$ cat src/rtl/eep_pkg.sv
package eep_pkg;

    localparam int OP_W = 8;

    localparam logic [OP_W-1:0] OPC_READ  = 8'b1010_1000;
    localparam logic [OP_W-1:0] OPC_WRITE = 8'b1010_0100;
    localparam logic [OP_W-1:0] OPC_WEN   = 8'b1010_0011;
    localparam logic [OP_W-1:0] OPC_WDIS  = 8'b1010_0000;

    typedef enum logic [2:0] {
        ST_IDLE,
        ST_RECV,
        ST_READ,
        ST_STAT,
        ST_HOLD,
        ST_WREQ
    } state_e;

    typedef enum logic [2:0] {
        CMD_BAD,
        CMD_READ,
        CMD_WRITE,
        CMD_WEN,
        CMD_WDIS
    } cmd_e;

    typedef struct packed {
        logic sel_lvl;
        logic sel_fall;
        logic sel_rise;
        logic sk_lvl;
        logic sk_rise;
        logic sk_fall;
        logic din;
    } pin_evt_t;

    function automatic cmd_e decode_op(input logic [OP_W-1:0] op);
        case (op)
            OPC_READ:  return CMD_READ;
            OPC_WRITE: return CMD_WRITE;
            OPC_WEN:   return CMD_WEN;
            OPC_WDIS:  return CMD_WDIS;
            default:   return CMD_BAD;
        endcase
    endfunction

endpackage

$ cat src/rtl/eep_sync.sv
module eep_sync #(
    parameter int N      = 2,
    parameter int STAGES = 2,
    parameter logic [N-1:0] RST_VAL = '0
) (
    input  logic         clk,
    input  logic         rst,
    input  logic [N-1:0] d,
    output logic [N-1:0] q
);
    for (genvar i = 0; i < N; i++) begin : g_bit
        logic [STAGES-1:0] chain;
        always_ff @(posedge clk) begin
            if (rst) chain <= {STAGES{RST_VAL[i]}};
            else     chain <= {chain[STAGES-2:0], d[i]};
        end
        assign q[i] = chain[STAGES-1];
    end
endmodule

$ cat src/rtl/eep_store.sv
module eep_store #(
    parameter int AW = 8,
    parameter int DW = 16
) (
    input  logic          clk,
    input  logic          we,
    input  logic [AW-1:0] waddr,
    input  logic [DW-1:0] wdata,
    input  logic [AW-1:0] raddr,
    output logic [DW-1:0] rdata
);
    localparam int DEPTH = 1 << AW;

    logic [DW-1:0] mem [DEPTH];

    always_ff @(posedge clk) begin
        if (we) mem[waddr] <= wdata;
    end

    assign rdata = mem[raddr];
endmodule

$ cat src/rtl/eep_front.sv
module eep_front
    import eep_pkg::*;
#(
    parameter int ADDR_W      = 8,
    parameter int DATA_W      = 16,
    parameter int SYNC_STAGES = 2
) (
    input  logic              clk,
    input  logic              rst,
    input  logic              sel_n,
    input  logic              sclk,
    input  logic              sdin,
    output logic              sdout,
    output logic              sdout_en,
    output logic              wr_req,
    output logic [ADDR_W-1:0] wr_addr,
    output logic [DATA_W-1:0] wr_data,
    input  logic              wr_gnt,
    input  logic              wr_deny,
    input  logic              wr_busy,
    output logic              wen_pulse,
    output logic              wdis_pulse
);
    localparam int HDR   = OP_W + ADDR_W;
    localparam int FRAME = HDR + DATA_W;
    localparam int CW    = $clog2(FRAME + 1);
    localparam int BW    = $clog2(DATA_W);
    localparam int SH_W  = ADDR_W + DATA_W;

    localparam logic [CW-1:0] CNT_OP  = CW'(OP_W);
    localparam logic [CW-1:0] CNT_HDR = CW'(HDR);
    localparam logic [CW-1:0] CNT_FRM = CW'(FRAME);
    localparam logic [BW-1:0] IDX_TOP = BW'(DATA_W - 1);

    // pin synchronisation: {sdin, sclk, sel_n}
    logic [2:0] pin_q;
    logic [1:0] ctl_prev;
    pin_evt_t   ev;

    eep_sync #(.N(3), .STAGES(SYNC_STAGES), .RST_VAL(3'b001)) u_sync (
        .clk (clk),
        .rst (rst),
        .d   ({sdin, sclk, sel_n}),
        .q   (pin_q)
    );

    always_ff @(posedge clk) begin
        if (rst) ctl_prev <= 2'b01;
        else     ctl_prev <= pin_q[1:0];
    end

    always_comb begin
        ev.sel_lvl  = pin_q[0];
        ev.sel_fall = ctl_prev[0] & ~pin_q[0];
        ev.sel_rise = ~ctl_prev[0] & pin_q[0];
        ev.sk_lvl   = pin_q[1];
        ev.sk_rise  = ~ctl_prev[1] & pin_q[1];
        ev.sk_fall  = ctl_prev[1] & ~pin_q[1];
        ev.din      = pin_q[2];
    end

    // storage
    logic [ADDR_W-1:0] rd_addr;
    logic [DATA_W-1:0] rd_word;

    eep_store #(.AW(ADDR_W), .DW(DATA_W)) u_store (
        .clk   (clk),
        .we    (wr_req & wr_gnt),
        .waddr (wr_addr),
        .wdata (wr_data),
        .raddr (rd_addr),
        .rdata (rd_word)
    );

    // instruction sequencer
    state_e            state;
    cmd_e              cmd_q;
    logic [CW-1:0]     bitcnt;
    logic [SH_W-2:0]   shreg;
    logic [BW-1:0]     bit_idx;
    logic [SH_W-1:0]   sh_nxt;
    logic [CW-1:0]     cnt_nxt;

    assign sh_nxt  = {shreg, ev.din};
    assign cnt_nxt = bitcnt + 1'b1;

    always_ff @(posedge clk) begin
        if (rst) begin
            state      <= ST_IDLE;
            cmd_q      <= CMD_BAD;
            bitcnt     <= '0;
            shreg      <= '0;
            bit_idx    <= IDX_TOP;
            rd_addr    <= '0;
            sdout      <= 1'b0;
            sdout_en   <= 1'b0;
            wr_req     <= 1'b0;
            wr_addr    <= '0;
            wr_data    <= '0;
            wen_pulse  <= 1'b0;
            wdis_pulse <= 1'b0;
        end else begin
            wen_pulse  <= 1'b0;
            wdis_pulse <= 1'b0;
            if (state != ST_WREQ && ev.sel_rise) begin
                state    <= ST_IDLE;
                sdout_en <= 1'b0;
            end else begin
                case (state)
                    ST_IDLE: if (ev.sel_fall) begin
                        bitcnt <= '0;
                        if (!ev.sk_lvl) begin
                            state    <= ST_STAT;
                            sdout_en <= 1'b1;
                            sdout    <= ~wr_busy;
                        end else if (wr_busy) begin
                            state <= ST_HOLD;
                        end else begin
                            state <= ST_RECV;
                        end
                    end
                    ST_STAT: begin
                        sdout <= ~wr_busy;
                        if (ev.sk_rise && ev.din) begin
                            sdout_en <= 1'b0;
                            shreg    <= {shreg[SH_W-3:0], 1'b1};
                            bitcnt   <= CW'(1);
                            state    <= wr_busy ? ST_HOLD : ST_RECV;
                        end
                    end
                    ST_RECV: if (ev.sk_rise) begin
                        shreg  <= sh_nxt[SH_W-2:0];
                        bitcnt <= cnt_nxt;
                        if (cnt_nxt == CNT_OP) begin
                            cmd_q <= decode_op(sh_nxt[OP_W-1:0]);
                            if (decode_op(sh_nxt[OP_W-1:0]) == CMD_BAD) state <= ST_HOLD;
                        end else if (cnt_nxt == CNT_HDR) begin
                            case (cmd_q)
                                CMD_READ: begin
                                    state   <= ST_READ;
                                    rd_addr <= sh_nxt[ADDR_W-1:0];
                                    bit_idx <= IDX_TOP;
                                end
                                CMD_WEN: begin
                                    wen_pulse <= 1'b1;
                                    state     <= ST_HOLD;
                                end
                                CMD_WDIS: begin
                                    wdis_pulse <= 1'b1;
                                    state      <= ST_HOLD;
                                end
                                default: ;
                            endcase
                        end else if (cnt_nxt == CNT_FRM) begin
                            wr_req  <= 1'b1;
                            wr_addr <= sh_nxt[DATA_W +: ADDR_W];
                            wr_data <= sh_nxt[DATA_W-1:0];
                            state   <= ST_WREQ;
                        end
                    end
                    ST_READ: if (ev.sk_fall) begin
                        sdout_en <= 1'b1;
                        sdout    <= rd_word[bit_idx];
                        if (bit_idx == '0) begin
                            bit_idx <= IDX_TOP;
                            rd_addr <= rd_addr + 1'b1;
                        end else begin
                            bit_idx <= bit_idx - 1'b1;
                        end
                    end
                    ST_WREQ: if (wr_gnt || wr_deny) begin
                        wr_req <= 1'b0;
                        state  <= ev.sel_lvl ? ST_IDLE : ST_HOLD;
                    end
                    default: ;
                endcase
            end
        end
    end
endmodule

$ cat config.mk
export PLATFORM = sky130hd
export DESIGN_NAME = eep_front
export DESIGN_NICKNAME = d
export VERILOG_FILES = /design/src/rtl/eep_pkg.sv /design/src/rtl/eep_sync.sv /design/src/rtl/eep_store.sv /design/src/rtl/eep_front.sv
export SDC_FILE = /design/constraint.sdc
export NUM_CORES = 2
export LEC_CHECK = 0
export ABC_AREA = 0
export ABC_CLOCK_PERIOD_IN_PS = 10640
export BUFFER_PORTS_ARGS = -buffer_cell sky130_fd_sc_hd__buf_2
export CORE_MARGIN = 2
export CORE_UTILIZATION = 23
export CTS_BUF_LIST = sky130_fd_sc_hd__clkbuf_16
export DETAILED_ROUTE_END_ITERATION = 6
export SLEW_MARGIN = 20
export SYNTH_ARGS = -nofsm -noshare
export SYNTH_HDL_FRONTEND = slang
export SYNTH_SLANG_ARGS = --single-unit
$ cat constraint.sdc
create_clock -name clk -period 10.64 [get_ports clk]
set_clock_uncertainty 0.15 [all_clocks]
set_input_delay 2.128 -clock clk [delete_from_list [all_inputs] [get_ports clk]]
set_output_delay 2.128 -clock clk [all_outputs]
set_load 0.005 [all_outputs]
==> out/qor.csv <==
metric;value;unit
combPwrFrac;0.9;%
synth-edff-count;4096;
clkTransAtPathRegs;0.06;ns
rsz0062_at_grt;false;
wl_per_cell;26.8;um
switching_share;20.4;%
drive_gt1_share;28.3;%
max_freq;168;MHz
clock_sinks;4188;
fin_cells;17600;
p_switching;6.55;mW
grt_pass1_vias;80700;
cp_common_cell;mux2i_1;
netlist_area;0.162;mm2
setup_viol;0;
crit_slowest_cell;dfxtp_4;
fin_crit_sh;56.1;%
syn_nets;7499;
internal_power;25.6;mW
end_kind;flip-flop;
cp_cell_sequence;buf_4 > buf_12 > mux4_2 > mux2i_1 > mux2i_1 > mux2i_1 > o22ai_1 > a21oi_1 > nor4_1 > nor4_1 > a311o_1 > a31oi_1;
h-tree-depth;5;
dieArea;0.712;mm2
critPathMaxStageDelay;0.86;ns
drc_errors;3;
power_density;171;mW/mm2
syn_avg_cell_area;21.6;um2
row_count;308;
synth_cells;7488;
cts_setup_buffers;0;
final_max_slew_viol_count;0;
track_usage;12.7;%
total_power;32.1;mW
p_leak;56.1;nW
relSlewSlack;20.2;%
grt_max_degree;193;
dp_hpwl;282000;um
setup_tns;0;ns
port_buffers;36;
worstPathRequired;11.33;ns
antenna_found_initial;28;
path_max_fanout;69;
ys_seq_area_share;77.0;%
fin_area;0.188;mm2
die_w;844;um
synth_top_area_cell;edfxtp_1;
yosysWarnings;0;
final_hold_viol_count;0;
seqPwrFrac;55.5;%
worst_pin_slew;1.20;ns
max_cap_violations;0;
ant_nets;0;
post-route-min-period;5.97;ns
clockRootBuffer;clkbuf_16;
synth.distinct_cells;77;
grt_pass1_wl;653000;um
ir_drop;174;uV
cts_max_path_buffers;4;
synthTopCellsByArea;edfxtp_1, mux4_2, mux2i_1, dfxtp_1, nor2_1;
synthArstFlopShare;0;%
hp-class;reg2reg;
arrival;6.66;ns
cts_tree;done;
grt_overflow;0;
route.vias.total;82200;
ys.flop_type;edfxtp_1;
cts_hold_buf;0;
ys_ff_latch;4188;
path_class;reg2reg;
status;finished with violations;
gp_congestion;0.861;
ctsResizeCount;0;
cts_buffers;413;
die_y;844;um
wl;471000;um
syn2layout_area_growth;16.1;%
coreArea;0.703;mm2
synth_top_area_share;75.9;%
power.share.clock;43.6;%
ff2ff_setup_slack;4.67;ns
start_util;23.1;%
dr.pass1.iters;7;
startpoint_type;flip-flop;
place_area;0.175;mm2
ioPinCount;37;
violations;DRC;
vias_per_cell;4.67;
final_nets;7941;
dpl.cell_count;16800;
insertion_delay;1.05;ns
drt_iter0_drc;12100;
[Yosys cell counts, types with 13 or more instances]
cell type / n
edfxtp_1: 4096
mux4_2: 1039
nor2_1: 362
nand2_1: 292
mux2i_1: 197
a21oi_1: 155
clkbuf_1: 137
a22oi_1: 108
buf_2: 104
dfxtp_1: 92
nand3_1: 88
buf_4: 76
o22ai_1: 76
buf_6: 61
o21ai_0: 60
nor3_1: 52
o221ai_1: 47
nor2b_1: 45
a211oi_1: 32
nand4_1: 28
buf_12: 24
mux2_2: 22
a31oi_1: 19
nand2b_1: 18
and3_1: 17
nor4_1: 16
a221oi_1: 15
buf_1: 14
inv_1: 13
[critical path: cells and delay by family, from the launching register on]
kind / cells / cell delay, ns
multiplexers: 4 / 1.63
buffers and inverters: 2 / 1.11
AO/OA/AOI/OAI: 4 / 1.40
flip-flops: 1 / 0.86
AND/OR/NAND/NOR: 2 / 0.51
[final timing paths]
path | from | endpoint | depth (start not counted)
worst max register to register | flip-flop | sdout | 12
worst min-delay path | u_sync.g_bit[0].chain[0] | u_sync.g_bit[0].chain[1] | 1
worst min register to register | u_sync.g_bit[0].chain[0] | u_sync.g_bit[0].chain[1] | 1
worst max-delay path | flip-flop | sdout | 12
[registers in the layout (all words and copies together) (netlist names), named ones only]
name / cells
u_store.mem: 4096
shreg: 23
wr_data: 16
rd_addr: 8
wr_addr: 8
bitcnt: 6
u_sync.g_bit.chain: 6
bit_idx: 4
cmd_q: 3
state: 3
ctl_prev: 2
sdout: 1
sdout_en: 1
wdis_pulse: 1
wen_pulse: 1
wr_req: 1
[power groups by stage]
stage	sequential (mW)	combinational (mW)	clock [mW]
after floorplan	18.2	0.198	0
after global placement	18.2	0.286	0
after detailed placement	18.2	0.285	0
after CTS	17.8	0.286	14.2
after global routing	17.8	0.303	14.8
final	17.8	0.286	14.0
[layout make-up]
class,instances,area [um2]
Fill cell,69700,515000
Sequential cell,4188,125000
Multi-Input combinational cell,2855,35000
Tap cell,9300,11600
Clock buffer,415,10400
Timing Repair Buffer,454,3590
Clock inverter,347,2470
Inverter,18,80.1
Antenna cell,11,27.5
[through the flow]
stage | hold WS, ns | util, % | setup WS (ns)
detailed placement | 0.251 | 24.9 | 4.66
CTS | 0.281 | 26.8 | 4.62
global placement | 0.257 | 24.9 | 4.55
finish | 0.272 | 26.8 | 4.67
floorplan | 0.239 | - | 4.93
global route | 0.305 | 26.8 | 4.34
[metal layers]
| layer | wire, um | GRT usage (%) |
|---|---|---|
| met3 | 47200 | 3.05 |
| met2 | 217000 | 19.7 |
| met4 | 17600 | 4.43 |
| met1 | 189000 | 17.3 |
| met5 | 24 | 0 |
[logic make-up (layout without fill, tap and decap cells)]
group,count (synthesis),count (layout),synth area share (%)
DFF,4188,4188,77.0
xor gates and xnor gates,2,2,0.0108
muxes,1258,1258,15.8
buffers and inverters,445,1234,1.89
adders and majority gates,3,3,0.0232
other,0,11,0
AOI/OAI and AO/OA,620,620,2.59
and+or+nand+nor,972,972,2.67
[cell usage in the layout, fill, tap and decap left out, types with 22 or more instances in the layout]
cell type	count
buf_4	398
nand3_1	77
nand2_1	290
nand4_1	28
nor2_1	157
clkinv_1	111
dfxtp_1	68
mux2i_1	196
clkinv_2	67
inv_1	118
a21oi_1	155
nor2_4	32
mux4_2	1039
mux2_2	22
clkbuf_16	415
edfxtp_1	4096
bufinv_16	23
o221ai_1	47
nor3_1	51
nor2b_1	40
dfxtp_4	22
a211oi_1	31
o22ai_1	76
buf_2	35
a22oi_1	108
o21ai_0	55
nor2_2	173
(Power assumes the default switching activity.)
